===== config.mk =====
export PLATFORM = sky130hd
export DESIGN_NAME = scan_timing_gen
export DESIGN_NICKNAME = d
export VERILOG_FILES = /design/src/rtl/scan_timing_pkg.sv /design/src/rtl/line_phase_acc.sv /design/src/rtl/line_frame_ctr.sv /design/src/rtl/audio_line_div.sv /design/src/rtl/scan_timing_gen.sv
export SDC_FILE = /design/constraint.sdc
export NUM_CORES = 1
export LEC_CHECK = 0
export BUFFER_PORTS_ARGS = -buffer_cell sky130_fd_sc_hd__buf_2
export CAP_MARGIN = 5
export CORE_ASPECT_RATIO = 0.5
export CORE_MARGIN = 2
export CORE_UTILIZATION = 42
export DETAILED_ROUTE_END_ITERATION = 7
export SLEW_MARGIN = 20
export SYNTH_ARGS = -nofsm -noshare
export SYNTH_HDL_FRONTEND = slang
export SYNTH_SLANG_ARGS = --single-unit

===== constraint.sdc =====
create_clock -name clk -period 3.8 [get_ports clk]
set_input_delay 0.76 -clock clk [delete_from_list [all_inputs] [get_ports clk]]
set_output_delay 0.76 -clock clk [all_outputs]
set_load 0.01 [all_outputs]

===== src/rtl/scan_timing_pkg.sv =====
// Shared types for the scanline and frame timing generator.
package scan_timing_pkg;

    // Video standard selector; the value doubles as the std_sel_i encoding.
    typedef enum logic {
        STD_60 = 1'b0,
        STD_50 = 1'b1
    } vid_std_e;

endpackage


===== src/rtl/line_phase_acc.sv =====
// Fractional line pacer.
// Counts clocks within a line and flags the last clock of the line. At each
// line end it adds the next line's fixed-point increment to the carried
// fraction: the integer part becomes the next line length and the fraction
// is kept.
// Assumes: every increment has an integer part of at least 2 and below
// 2^INT_W - 1, so line_end_o is never high in two consecutive cycles.
module line_phase_acc #(
    parameter int INT_W   = 12,
    parameter int FRAC_W  = 12,
    parameter int RST_INC = 8791293,
    localparam int ACC_W  = INT_W + FRAC_W
) (
    input  logic             clk,
    input  logic             rst_n,
    input  logic [ACC_W-1:0] inc_next_i,
    output logic             line_end_o
);

    localparam logic [ACC_W-1:0] RST_INC_V = ACC_W'(RST_INC);

    logic [INT_W-1:0]  pcnt_q;
    logic [INT_W-1:0]  len_q;
    logic [FRAC_W-1:0] frac_q;
    logic [ACC_W-1:0]  sum;

    // Next phase: carried fraction plus the increment of the coming line.
    assign sum        = {{INT_W{1'b0}}, frac_q} + inc_next_i;
    assign line_end_o = (pcnt_q == len_q - 1'b1);

    // Clock-in-line counter, next line length and carried fraction.
    always_ff @(posedge clk) begin
        if (!rst_n) begin
            pcnt_q <= '0;
            len_q  <= RST_INC_V[ACC_W-1:FRAC_W];
            frac_q <= RST_INC_V[FRAC_W-1:0];
        end else if (line_end_o) begin
            pcnt_q <= '0;
            len_q  <= sum[ACC_W-1:FRAC_W];
            frac_q <= sum[FRAC_W-1:0];
        end else begin
            pcnt_q <= pcnt_q + 1'b1;
        end
    end

endmodule


===== src/rtl/line_frame_ctr.sv =====
// Line and frame sequencer.
// Numbers the lines of the frame for the active standard and latches a new
// standard only at frame wrap. It supplies the increment for the coming
// line, pulses the vertical-blank interrupt, and keeps the field flag.
// Assumes: 0 < VBL_LINE < min(LINES_A, LINES_B); one line_end_i pulse per
// line.
module line_frame_ctr
    import scan_timing_pkg::*;
#(
    parameter int LINES_A  = 263,
    parameter int LINES_B  = 313,
    parameter int VBL_LINE = 240,
    parameter int FRAME_W  = 8,
    parameter int LINE_W   = 9,
    parameter int ACC_W    = 24,
    parameter int INC_A    = 8791293,
    parameter int INC_B    = 8864320
) (
    input  logic              clk,
    input  logic              rst_n,
    input  logic              line_end_i,
    input  logic              std_sel_i,
    input  logic              interlace_i,
    output logic [LINE_W-1:0] line_o,
    output logic              field_o,
    output logic              vblank_o,
    output logic [ACC_W-1:0]  inc_next_o
);

    localparam logic [LINE_W-1:0] LAST_A = LINE_W'(LINES_A - 1);
    localparam logic [LINE_W-1:0] LAST_B = LINE_W'(LINES_B - 1);
    localparam logic [LINE_W-1:0] VBL_V  = LINE_W'(VBL_LINE);
    localparam logic [ACC_W-1:0]  INC_AV = ACC_W'(INC_A);
    localparam logic [ACC_W-1:0]  INC_BV = ACC_W'(INC_B);

    vid_std_e           std_q, std_next;
    logic [LINE_W-1:0]  line_q, line_next, last_line;
    logic [FRAME_W-1:0] frame_q, frame_inc;
    logic               wrap;

    // Frame boundary and the standard that governs the coming line.
    always_comb begin
        last_line  = (std_q == STD_60) ? LAST_A : LAST_B;
        wrap       = line_end_i && (line_q == last_line);
        std_next   = wrap ? vid_std_e'(std_sel_i) : std_q;
        inc_next_o = (std_next == STD_60) ? INC_AV : INC_BV;
        line_next  = wrap ? '0 : line_q + 1'b1;
        frame_inc  = frame_q + 1'b1;
    end

    // Line number, frame count, latched standard, field flag, vblank pulse.
    always_ff @(posedge clk) begin
        if (!rst_n) begin
            line_q   <= '0;
            frame_q  <= '0;
            std_q    <= STD_60;
            field_o  <= 1'b0;
            vblank_o <= 1'b0;
        end else begin
            vblank_o <= line_end_i && (line_next == VBL_V);
            if (line_end_i) begin
                line_q <= line_next;
                if (wrap) begin
                    frame_q <= frame_inc;
                    std_q   <= std_next;
                    field_o <= interlace_i & frame_inc[0];
                end else if (line_next == VBL_V) begin
                    field_o <= 1'b0;
                end
            end
        end
    end

    assign line_o = line_q;

endmodule


===== src/rtl/audio_line_div.sv =====
// Audio update divider.
// Emits a one-cycle pulse in the cycle after every AUDIO_LINES-th line end.
// Its count runs freely across frames. A period of 1 degenerates to a
// registered copy of the line end.
// Assumes: AUDIO_LINES >= 1.
module audio_line_div #(
    parameter int AUDIO_LINES = 32
) (
    input  logic clk,
    input  logic rst_n,
    input  logic line_end_i,
    output logic tick_o
);

    generate
        if (AUDIO_LINES <= 1) begin : g_every_line
            // Period of one line: delay the line end by one register.
            always_ff @(posedge clk) begin
                if (!rst_n) tick_o <= 1'b0;
                else        tick_o <= line_end_i;
            end
        end else begin : g_counted
            localparam int CNT_W = $clog2(AUDIO_LINES);
            localparam logic [CNT_W-1:0] LAST = CNT_W'(AUDIO_LINES - 1);
            logic [CNT_W-1:0] cnt_q;

            // Line counter modulo AUDIO_LINES and the pulse at its wrap.
            always_ff @(posedge clk) begin
                if (!rst_n) begin
                    cnt_q  <= '0;
                    tick_o <= 1'b0;
                end else begin
                    tick_o <= line_end_i && (cnt_q == LAST);
                    if (line_end_i) cnt_q <= (cnt_q == LAST) ? '0 : cnt_q + 1'b1;
                end
            end
        end
    endgenerate

endmodule


===== src/rtl/scan_timing_gen.sv =====
// Scanline and frame timing generator, top level.
// Connects the fractional line pacer, the line/frame sequencer and the audio
// divider. All outputs are functions of registers only.
// Assumes: both increments have integer parts in [2, 2^INT_W - 2].
module scan_timing_gen #(
    parameter int FRAC_W      = 12,
    parameter int INT_W       = 12,
    parameter int INC_60      = 8791293,
    parameter int INC_50      = 8864320,
    parameter int LINES_60    = 263,
    parameter int LINES_50    = 313,
    parameter int VBL_LINE    = 240,
    parameter int AUDIO_LINES = 32,
    parameter int FRAME_W     = 8,
    localparam int ACC_W      = INT_W + FRAC_W,
    localparam int LINES_MAX  = (LINES_60 > LINES_50) ? LINES_60 : LINES_50,
    localparam int LINE_W     = $clog2(LINES_MAX)
) (
    input  logic              clk,
    input  logic              rst_n,
    input  logic              std_sel_i,
    input  logic              interlace_i,
    output logic              line_tick_o,
    output logic [LINE_W-1:0] line_o,
    output logic              vblank_irq_o,
    output logic              field_o,
    output logic              audio_tick_o
);

    logic [ACC_W-1:0] inc_next;
    logic             line_end;

    line_phase_acc #(
        .INT_W   (INT_W),
        .FRAC_W  (FRAC_W),
        .RST_INC (INC_60)
    ) u_phase (
        .clk        (clk),
        .rst_n      (rst_n),
        .inc_next_i (inc_next),
        .line_end_o (line_end)
    );

    line_frame_ctr #(
        .LINES_A  (LINES_60),
        .LINES_B  (LINES_50),
        .VBL_LINE (VBL_LINE),
        .FRAME_W  (FRAME_W),
        .LINE_W   (LINE_W),
        .ACC_W    (ACC_W),
        .INC_A    (INC_60),
        .INC_B    (INC_50)
    ) u_frame (
        .clk         (clk),
        .rst_n       (rst_n),
        .line_end_i  (line_end),
        .std_sel_i   (std_sel_i),
        .interlace_i (interlace_i),
        .line_o      (line_o),
        .field_o     (field_o),
        .vblank_o    (vblank_irq_o),
        .inc_next_o  (inc_next)
    );

    audio_line_div #(
        .AUDIO_LINES (AUDIO_LINES)
    ) u_audio (
        .clk        (clk),
        .rst_n      (rst_n),
        .line_end_i (line_end),
        .tick_o     (audio_tick_o)
    );

    assign line_tick_o = line_end;

endmodule


-- Word level (Yosys, flattened, before mapping)
Cells that the tools add are included.
- bits in registers: 62
- input port bits: 4
- word-level logic and storage cells: 36
- multiplexer cells: 7
- equal/unequal tests: 4
- reduce and logical (&&, ||, !) cells: 7
- bitwise gates (word level): 2
- add/sub/neg operators: 6
- operator list (kind ; number):
    12-bit by 24-bit adder with 24-bit output ; 1
    17-bit two-way mux ; 1
    12-bit by 1-bit adder with 12-bit output (second input constant) ; 1
    12-bit equality test ; 1
    12-bit by 1-bit subtractor with 12-bit output (second input constant) ; 1
    9-bit by 1-bit adder with 9-bit output (second input constant) ; 1
    9-bit by 8-bit equality test with 1-bit output (second input constant) ; 1
    9-bit equality test ; 1
    9-bit two-way mux ; 1
    8-bit by 1-bit adder with 8-bit output (second input constant) ; 1
    6-bit two-way mux ; 1
    5-bit by 1-bit adder with 5-bit output (second input constant) ; 1
    5-bit equality test (second input constant) ; 1
    5-bit two-way mux ; 1
    2-bit AND reduction ; 2
    1-bit logical AND ; 3
    1-bit two-way mux ; 3
    2-bit nonzero test ; 1
    2-bit OR reduction ; 1
    1-bit bitwise AND ; 1
    1-bit inverter ; 1

-- Depth between registers and ports, before layout
Gate-level depths: netlist of the first run.
- word-level depth: 7
- depth in mapped cells: 17
- mapped depth without buffers: 16

-- Hierarchy
From an unflattened synthesis of the first run, not the netlist that was laid out.
- cells, all modules: 510
- area total of the unflattened synthesis: 4172.8 µm²
- modules (own cells, without submodules) (module ; area each (µm²) ; cells an instance ; instances ; sequential area each (µm²)):
    line_phase_acc ; 2876.5 ; 354 ; 1 ; 720.7
    line_frame_ctr ; 1026.0 ; 129 ; 1 ; 260.2
    audio_line_div ; 270.3 ; 27 ; 1 ; 120.1

-- Least setup slack after synthesis of the first run
OpenSTA, ideal clock, no wires.
- path type: register -> register
- start: reg u_phase.len_q[0]
- end: reg u_phase.frac_q[11]
- setup time: 70 ps
- slack: -17 ps
- data arrival time: 3747 ps
- cell stages (with the launch flop): 17
- cell sequence: dfxtp_1 > inv_1 > ha_1 > inv_1 > ha_1 > xor2_1 > nor4_2 > and3_1 > buf_2 > nand3_1 > and2_1 > ha_1 > a31oi_1 > a221oi_1 > a2111oi_0 > or4_1 > a21oi_1
- cells in the longest elaborated chain, start to end: 6
- ends and longest elaborated chain (item ; RTL line ; source):
    from (decl) ; line_phase_acc.sv:23 ; logic [INT_W-1:0] len_q;
    from (signal assigned) ; line_phase_acc.sv:35 ; len_q <= RST_INC_V[ACC_W-1:FRAC_W];
    from (signal assigned) ; line_phase_acc.sv:39 ; len_q <= sum[ACC_W-1:FRAC_W];
    12-bit by 1-bit subtractor with 12-bit output ; line_phase_acc.sv:29 ; assign line_end_o = (pcnt_q == len_q - 1'b1);
    12-bit equality test ; line_phase_acc.sv:29 ;
    1-bit logical AND ; line_frame_ctr.sv:44 ; wrap = line_end_i && (line_q == last_line);
    1-bit two-way mux ; line_frame_ctr.sv:45 ; std_next = wrap ? vid_std_e'(std_sel_i) : std_q;
    17-bit two-way mux ; line_frame_ctr.sv:46 ; inc_next_o = (std_next == STD_60) ? INC_AV : INC_BV;
    net inc_next[0] ; scan_timing_gen.sv:30 ; logic [ACC_W-1:0] inc_next;
    12-bit by 24-bit adder with 24-bit output ; line_phase_acc.sv:28 ; assign sum = {{INT_W{1'b0}}, frac_q} + inc_next_i;
    to (signal assigned) ; line_phase_acc.sv:36 ; frac_q <= RST_INC_V[FRAC_W-1:0];
    to (signal assigned) ; line_phase_acc.sv:40 ; frac_q <= sum[FRAC_W-1:0];
    to (decl) ; line_phase_acc.sv:24 ; logic [FRAC_W-1:0] frac_q;
The timed path passes the listed nets, and every way through them passes these cells.
A chain may end at the register's enable or synchronous reset.

-- Worst setup path after layout of the first run
Same ends and word-level chain as after synthesis.

==> results of run 1 <==
## worst max path at each step
stage | endpoint | depth (start not counted) | startpoint | slack (ns)
2_1_floorplan | u_phase.frac_q[11]$_SDFFE_PN0P_ | 16 | u_phase.len_q[0]$_SDFFE_PN0P_ | 0.11
3_3_place_gp | u_phase.frac_q[11]$_SDFFE_PN0P_ | 15 | u_phase.len_q[0]$_SDFFE_PN0P_ | 0.17
3_5_place_dp | u_phase.frac_q[11]$_SDFFE_PN0P_ | 15 | u_phase.len_q[0]$_SDFFE_PN0P_ | -0.02
4_1_cts | u_phase.frac_q[11]$_SDFFE_PN0P_ | 15 | u_phase.len_q[0]$_SDFFE_PN0P_ | 0.04
5_1_grt | u_phase.frac_q[11]$_SDFFE_PN0P_ | 15 | u_phase.len_q[1]$_SDFFE_PN1P_ | -0.02
6_report | u_phase.frac_q[11]$_SDFFE_PN0P_ | 15 | u_phase.len_q[0]$_SDFFE_PN0P_ | 0.22
## report_power, final
group / leakage [nW] / switching [mW] / internal (mW)
Sequential: 0.371 / 0.00589 / 0.485
Clock: 0.0771 / 0.183 / 0.310
Combinational: 0.789 / 0.0160 / 0.00841
## synth_stat cells, types with 3 or more instances
cell | instances | area, um2
and4_1 | 6 | 52.55
nor2_1 | 19 | 71.32
nor3_1 | 5 | 25.02
nand2_1 | 34 | 127.6
or3_1 | 7 | 43.79
clkbuf_1 | 11 | 41.29
o211ai_1 | 4 | 30.03
buf_2 | 3 | 15.01
o22ai_1 | 5 | 31.28
inv_1 | 10 | 37.54
nand3_1 | 18 | 90.09
xnor2_1 | 5 | 43.79
dfxtp_1 | 46 | 920.9
nand2b_1 | 4 | 25.02
xor2_1 | 14 | 122.6
and3_1 | 11 | 68.82
or2_2 | 3 | 18.77
nand4_1 | 3 | 18.77
o21ai_0 | 16 | 80.08
a21oi_1 | 26 | 130.1
ha_1 | 15 | 187.7
a31oi_1 | 6 | 37.54
## registers in the layout, indices dropped and copies added (netlist names)
name / count
u_audio.g_counted.cnt_q: 5
u_frame.vblank_o: 1
u_frame.frame_q: 1
u_frame.std_q: 1
u_audio.tick_o: 1
u_phase.pcnt_q: 12
u_frame.line_o: 9
u_phase.len_q: 3
u_phase.frac_q: 12
u_frame.field_o: 1
## routing by layer
metal,vias to the layer above,GRT usage,share of wire
li1,1198,-,-
met1,1126,0.2634,0.51
met2,41,0.2966,0.44
met3,10,0.04703,0.034
met4,0,0.05336,0.012
met5,-,0,0
## cell families (layout without fill, tap and decap cells)
family | count (synthesis) | in the layout | share of synthesized area
buffers and inverters | 26 | 52 | 0.03920
AOI/OAI and AO/OA | 79 | 79 | 0.1902
adders and majority gates | 15 | 15 | 0.07260
muxes | 2 | 2 | 0.007745
and+or+nand+nor | 127 | 127 | 0.2696
DFF | 46 | 46 | 0.3562
xor gates and xnor gates | 19 | 19 | 0.06438
## per-stage QoR
stage / std cells / TNS, ns / setup slack [ns] / utilization / cell area [um2]
6_report: 417 / 0 / 0.2175 / 0.5175 / 3108
5_1_grt: 417 / -0.02256 / -0.02256 / 0.5175 / 3108
4_1_cts: 415 / 0 / 0.03892 / 0.4975 / 2988
3_5_place_dp: 407 / -0.01889 / -0.01889 / 0.4696 / 2820
3_3_place_gp: 407 / 0 / 0.1676 / 0.4696 / 2820
2_1_floorplan: 314 / 0 / 0.1075 / - / 2591
## worst min-delay path: stages, from the launching register on
cell	delay, ns
dfxtp_1	0.31
nand2_1	0.05
nand3_1	0.06
## cell type report
class,count,area [um2]
sequential,46,923.4
inverter,11,41.29
multi-input combinational,242,1669
clock buffer,6,128.9
clock inverter,2,37.54
fill,578,2898
timing repair buffer,33,211.5
tap,77,96.34
## repair_timing
action,in CTS,in global routing
cloned,0,0
pin swaps,0,9
setup buffers,0,2
hold endpoints to repair,0,0
setup endpoints to repair,1,4
resized for setup,1,20
==> tab_implementation.tex, run 1 <==
\begin{tabular}{lr}
\hline
Metric & Value \\
\hline
\multicolumn{2}{l}{\textbf{Route}} \\
Detailed-route wire length & 6239 um \\
Routed length per instance & 14.96 um \\
Iteration-0 DRC count of the detailed router & 126 \\
Detailed Routing Iterations Pass 1 & 4 \\
Drt drc & 0 \\
Routed vias/inst & 5.695 \\
Remaining antenna violation count & 0 \\
Number of vias in the routed layout & 2,375 \\
\multicolumn{2}{l}{\textbf{Min path}} \\
Hold worst-path end & u\_phase.frac\_q[0]\$\_SDFFE\_PN1P\_ \\
Worst hold path startpoint & u\_phase.frac\_q[0]\$\_SDFFE\_PN1P\_ \\
Hold Crit Depth & 2 \\
Hold Crit Class & register to register \\
\multicolumn{2}{l}{\textbf{Pwr}} \\
Leak & 1.237 nW \\
Power after layout & 1.009 mW \\
P per Cell Area & 324.5 nW/um2 \\
Highest ir drop seen on vdd & 172.3 uV \\
\multicolumn{2}{l}{\textbf{Cells and area}} \\
Layout overhead on the synthesized area & 20.23\% \\
ANT cells & 0 \\
Most frequent cells in the layout & dfxtp\_1 (44), nand2\_1 (34), a21oi\_1 (25), nor2\_1 (19), nand3\_1 (18) \\
Fraction of layout cells with a size suffix above 1 & 0.1794 \\
Nets & 358 \\
Most common cell after layout, fill and taps aside & dfxtp\_1 \\
\multicolumn{2}{l}{\textbf{Critical path}} \\
Number of cells traversed by the worst register-to-register path & 15 \\
Worst setup slack for register-to-register paths & 0.22 ns \\
Worst path slowest cell & or4\_1 \\
Destination of the worst register-to-register timing path & u\_phase.frac\_q[11]\$\_SDFFE\_PN0P\_ \\
Worst path required time & 4.02 ns \\
WP data arrival & 3.80 ns \\
Worst Path Max Fanout & 5 \\
Launch point of the worst reg-to-reg path & u\_phase.len\_q[0]\$\_SDFFE\_PN0P\_ \\
Startpoint-to-endpoint class of the critical path & register to register \\
CP max stage delay & 0.49 ns \\
Critical path, cell by cell & inv\_1, ha\_1, inv\_1, ha\_1, xor2\_1, nor4\_2, and3\_1, nand3\_1, and2\_4, ha\_1, o21ai\_2, a221oi\_4, a2111oi\_4, or4\_1, a21oi\_1 \\
Critical path capture point type & register \\
Worst path buffer plus inverter count & 2 \\
Worst setup SP type & register \\
Most frequent cell on the critical path & ha\_1 \\
Crit-path leading delay family & simple AND/OR/NAND/NOR gates \\
\multicolumn{2}{l}{\textbf{Place}} \\
HPWL after detailed placement & 4288 um \\
Global placement routability congestion & 0.8713 \\
Buffers added on ports & 16 \\
\multicolumn{2}{l}{\textbf{Clock tree}} \\
Number of buffers between clock root and the deepest sink & 2 \\
Post-CTS Hold Fix Bufs & 0 \\
TritonCTS clock tree & yes \\
CTS buffer count & 5 \\
Total number of H-tree levels & 2 \\
Sinks on the clock net & 46 \\
Clk root buf & clkbuf\_16 \\
Insertion delay to the later sink of the worst-skew pair & 0.29 ns \\
Clock-pin slew of the registers on the worst-case setup and hold paths & 0.06 ns \\
\multicolumn{2}{l}{\textbf{Synthesis}} \\
Mapped Nets & 333 \\
Synth cell types & 53 \\
Count of state elements after synthesis & 46 \\
Ys Warns & 0 \\
Synth Instances & 314 \\
Number of synthesized flops with an enable pin & 0 \\
Mean instance size in the synthesized netlist & 8.232 um2 \\
Top FF cell, synth & dfxtp\_1 \\
Async SR Flop Fraction & 0 \\
Sequential fraction of the synthesis area & 0.3562 \\
Synthesized cell area & 2585 um2 \\
\multicolumn{2}{l}{\textbf{Global routing}} \\
Initial antenna violation count & 0 \\
Number of global-route vias before repair & 2,084 \\
Pin count of the biggest net entering global routing & 29 \\
Global-route wire length before repair & 10,050 um \\
Total track usage & 0.1900 \\
GR Overflow Total & 0 \\
\multicolumn{2}{l}{\textbf{Floorplanning}} \\
Starting density of the core & 0.4304 \\
Vert. Die Dim & 59.48 um \\
Die boundary width & 114.9 um \\
Core footprint & 6006 um2 \\
Die area & 6836 um2 \\
Top-level port count & 17 \\
Total number of placement rows & 20 \\
\multicolumn{2}{l}{\textbf{Flow run}} \\
Number of maximum-capacitance constraint violations & 0 \\
\multicolumn{2}{l}{\textbf{STA}} \\
Worst hold margin & 0.4771 ns \\
Relative slew slack & 0.4941 \\
Final hold viol count & 0 \\
Count of endpoints failing setup in the final report & 0 \\
Slew at the pin closest to its max-slew limit & 0.7397 ns \\
Max Clock Skew & 0.005226 ns \\
Minimum clock period & 3.583 ns \\
Final Slew Violations & 0 \\
Timing-limited maximum frequency & 279.1 MHz \\
Final Cycle Share & 0.9428 \\
\multicolumn{2}{l}{\textbf{Status}} \\
Result of the run & finished, final reports clean \\
\hline
\end{tabular}
Power figures use the tool's default switching activity.
==> run 2, diff against run 1 <==
--- a/config.mk
+++ b/config.mk
@@ -10,3 +10,3 @@
 export CORE_ASPECT_RATIO = 0.5
-export CORE_MARGIN = 2
+export CORE_MARGIN = 4
 export CORE_UTILIZATION = 42
==> constraint.sdc (replaced) <==
create_clock -name clk -period 3.8 [get_ports clk]
set_input_delay 0.19 -clock clk [delete_from_list [all_inputs] [get_ports clk]]
set_output_delay 0.19 -clock clk [all_outputs]
set_load 0.01 [all_outputs]
==> run 2 against run 1 <==
  * Die area rose by 10%
  * Flip-flop and latch count did not move
  * Final cell count stayed put
  * Global-route usage fell by 2.1 points
  * Non-clock buffer count rose by 4
  * First-iteration DRC count rose by 38%
  * Via count fell by 0.80%
  * Clock skew decreased by 0.00052 ns
  * Setup slack better by 0.069 ns
  * Critical path depth did not move
  * Routed wire length up 0.67%
  * Critical endpoint unchanged
==> tab_implementation.tex, run 2 (synthesized netlist as in run 1, its figures left out) <==
\begin{tabular}{lr}
\hline
Metric & Value \\
\hline
\multicolumn{2}{l}{\textbf{Status}} \\
Result of the run & finished, final reports clean (unchanged) \\
\multicolumn{2}{l}{\textbf{STA}} \\
Max Clock Skew & 0.004709 ns (was 0.005226 ns) \\
Final sum of negative setup slack & 0 ns (unchanged) \\
Final critical-path setup slack & 0.2867 ns (was 0.2175 ns) \\
Minimum clock period & 3.513 ns (was 3.583 ns) \\
Timing-limited maximum frequency & 284.6 MHz (was 279.1 MHz) \\
Relative slew slack & 0.3919 (was 0.4941) \\
Count of endpoints failing setup in the final report & 0 (unchanged) \\
Final Slew Violations & 0 (unchanged) \\
Final hold viol count & 0 (unchanged) \\
Slew at the pin closest to its max-slew limit & 0.8892 ns (was 0.7397 ns) \\
Final Cycle Share & 0.9246 (was 0.9428) \\
Worst hold margin & 0.2312 ns (was 0.4771 ns) \\
\multicolumn{2}{l}{\textbf{Global routing}} \\
Initial antenna violation count & 0 (unchanged) \\
GR Overflow Total & 0 (unchanged) \\
Pin count of the biggest net entering global routing & 29 (unchanged) \\
Total track usage & 0.1694 (was 0.1900) \\
Global-route wire length before repair & 10,550 um (was 10,050 um) \\
Number of global-route vias before repair & 2,213 (was 2,084) \\
\multicolumn{2}{l}{\textbf{Route}} \\
Detailed-route wire length & 6281 um (was 6239 um) \\
Drt drc & 0 (unchanged) \\
Detail Route met2 WL & 2830 um (was 2773 um) \\
Remaining antenna violation count & 0 (unchanged) \\
Highest metal layer used by the detailed router & met4 (unchanged) \\
Detailed Routing Iterations Pass 1 & 4 (unchanged) \\
Iteration-0 DRC count of the detailed router & 174 (was 126) \\
Routed vias/inst & 5.650 (was 5.695) \\
Met3 WL & 279 um (was 212 um) \\
M1 wire length & 3162 um (was 3178 um) \\
Routed length per instance & 15.06 um (was 14.96 um) \\
Number of vias in the routed layout & 2,356 (was 2,375) \\
\multicolumn{2}{l}{\textbf{Place}} \\
Global placement routability congestion & 0.8507 (was 0.8713) \\
Buffers added on ports & 16 (unchanged) \\
HPWL after detailed placement & 4314 um (was 4288 um) \\
Worst slack after detailed placement & -0.08139 ns (was -0.01889 ns) \\
\multicolumn{2}{l}{\textbf{Flow run}} \\
Number of maximum-capacitance constraint violations & 0 (unchanged) \\
\multicolumn{2}{l}{\textbf{Critical path}} \\
Startpoint-to-endpoint class of the critical path & register to register (unchanged) \\
Destination of the worst register-to-register timing path & u\_phase.frac\_q[11]\$\_SDFFE\_PN0P\_ (unchanged) \\
Worst setup SP type & register (unchanged) \\
Critical path capture point type & register (unchanged) \\
Number of cells traversed by the worst register-to-register path & 15 (unchanged) \\
WP data arrival & 3.71 ns (was 3.80 ns) \\
Worst path slowest cell & or4\_1 (unchanged) \\
Crit-path leading delay family & simple AND/OR/NAND/NOR gates (unchanged) \\
Worst setup slack for register-to-register paths & 0.29 ns (was 0.22 ns) \\
Worst path buffer plus inverter count & 2 (unchanged) \\
Launch point of the worst reg-to-reg path & u\_phase.len\_q[0]\$\_SDFFE\_PN0P\_ (unchanged) \\
Worst path required time & 4.00 ns (was 4.02 ns) \\
Worst Path Max Fanout & 5 (unchanged) \\
CP startpoint & u\_phase.len\_q[0]\$\_SDFFE\_PN0P\_ (unchanged) \\
Count of cell instances traversed by the critical path & 15 (unchanged) \\
Destination of the critical timing path & u\_phase.frac\_q[11]\$\_SDFFE\_PN0P\_ (unchanged) \\
CP max stage delay & 0.49 ns (about the same) \\
Critical path, cell by cell & inv\_2, ha\_2, inv\_2, ha\_4, xor2\_1, nor4\_2, and3\_1, nand3\_1, and2\_4, ha\_4, a31oi\_1, a221oi\_4, a2111oi\_2, or4\_1, a21oi\_1 (was inv\_1, ha\_1, inv\_1, ha\_1, xor2\_1, nor4\_2, and3\_1, nand3\_1, and2\_4, ha\_1, o21ai\_2, a221oi\_4, a2111oi\_4, or4\_1, a21oi\_1) \\
\multicolumn{2}{l}{\textbf{Min path}} \\
Hold Crit Depth & 3 (was 2) \\
Hold Crit Class & input port to register (was register to register) \\
\multicolumn{2}{l}{\textbf{Clock tree}} \\
Clk root buf & clkbuf\_16 (unchanged) \\
Number of buffers between clock root and the deepest sink & 2 (unchanged) \\
Sinks on the clock net & 46 (unchanged) \\
CTS buffer count & 5 (unchanged) \\
Insertion delay to the later sink of the worst-skew pair & 0.28 ns (was 0.29 ns) \\
Clock-pin slew of the registers on the worst-case setup and hold paths & 0.06 ns (about the same) \\
Post-CTS Hold Fix Bufs & 0 (unchanged) \\
TritonCTS clock tree & yes (unchanged) \\
Total number of H-tree levels & 2 (unchanged) \\
\multicolumn{2}{l}{\textbf{Pwr}} \\
Leak & 1.251 nW (was 1.237 nW) \\
P per Cell Area & 321.5 nW/um2 (was 324.5 nW/um2) \\
Highest ir drop seen on vdd & 158.5 uV (was 172.3 uV) \\
Power after layout & 1.011 mW (was 1.009 mW) \\
\multicolumn{2}{l}{\textbf{Cells and area}} \\
Fraction of layout cells with a size suffix above 1 & 0.2006 (was 0.1794) \\
Post-layout util & 0.5511 (was 0.5175) \\
Most common cell after layout, fill and taps aside & dfxtp\_1 (unchanged) \\
Nets & 362 (was 358) \\
ANT cells & 0 (unchanged) \\
Most frequent cells in the layout & dfxtp\_1 (45), nand2\_1 (34), a21oi\_1 (26), buf\_4 (20), nor2\_1 (19) (was dfxtp\_1 (44), nand2\_1 (34), a21oi\_1 (25), nor2\_1 (19), nand3\_1 (18)) \\
Layout overhead on the synthesized area & 21.64\% (was 20.23\%) \\
\multicolumn{2}{l}{\textbf{Floorplanning}} \\
Vert. Die Dim & 63.48 um (was 59.48 um) \\
Die boundary width & 118.9 um (was 114.9 um) \\
Core footprint & 5705 um2 (was 6006 um2) \\
Starting density of the core & 0.4531 (was 0.4304) \\
Die area & 7550 um2 (was 6836 um2) \\
Top-level port count & 17 (unchanged) \\
Total number of placement rows & 19 (was 20) \\
\hline
\end{tabular}
[run 2: worst min-delay path: cells and delay by family]
kind	cells	cell delay (ns)
buffers and inverters	1	0.11
AOI/OAI and AO/OA	1	0.07
and+or+nand+nor	1	0.10
[run 2: area by class of cell]
| class | instances | area [um2] |
|---|---|---|
| clock buffers | 5 | 125.1 |
| multi-input cells | 242 | 1678 |
| well taps | 73 | 91.34 |
| fillers | 527 | 2561 |
| inverters | 11 | 41.29 |
| clock inverters | 3 | 45.04 |
| flip-flops and latches | 46 | 922.1 |
| repair buffers | 37 | 241.5 |
[run 2: metal layers]
metal | vias to the layer above | global-route usage
met2 | 30 | 0.2572
met1 | 1114 | 0.2379
met4 | 0 | 0.02597
met3 | 2 | 0.05630
met5 | - | 0
li1 | 1210 | -
[run 2: worst min path at each step]
stage,start,end
6_report,std_sel_i,u_frame.std_q$_SDFFE_PN0P_
5_1_grt,std_sel_i,u_frame.std_q$_SDFFE_PN0P_
4_1_cts,std_sel_i,u_frame.std_q$_SDFFE_PN0P_
3_5_place_dp,u_audio.g_counted.cnt_q[4]$_SDFFE_PN0P_,u_audio.g_counted.cnt_q[4]$_SDFFE_PN0P_
3_3_place_gp,u_audio.g_counted.cnt_q[4]$_SDFFE_PN0P_,u_audio.g_counted.cnt_q[4]$_SDFFE_PN0P_
2_1_floorplan,std_sel_i,u_frame.std_q$_SDFFE_PN0P_
[run 2: report_power, final]
part / internal [mW] / switching, mW
Combinational: 0.00869 / 0.0169
Clock: 0.310 / 0.186
Sequential: 0.485 / 0.00466
Total: 0.803 / 0.207
[run 2: per-stage QoR]
stage,instances,instance area (um2)
floorplan,314,2591
global placement,404,2823
detailed placement,404,2823
CTS,413,3000
global route,417,3144
finish,417,3144
[run 2: repair_timing]
| action | CTS | global route |
|---|---|---|
| buffers inserted | 1 | 4 |
| endpoints found under the hold margin | 0 | 0 |
| pin swaps | 1 | 11 |
| gates resized for setup | 0 | 24 |
| endpoints found under the setup margin | 1 | 7 |
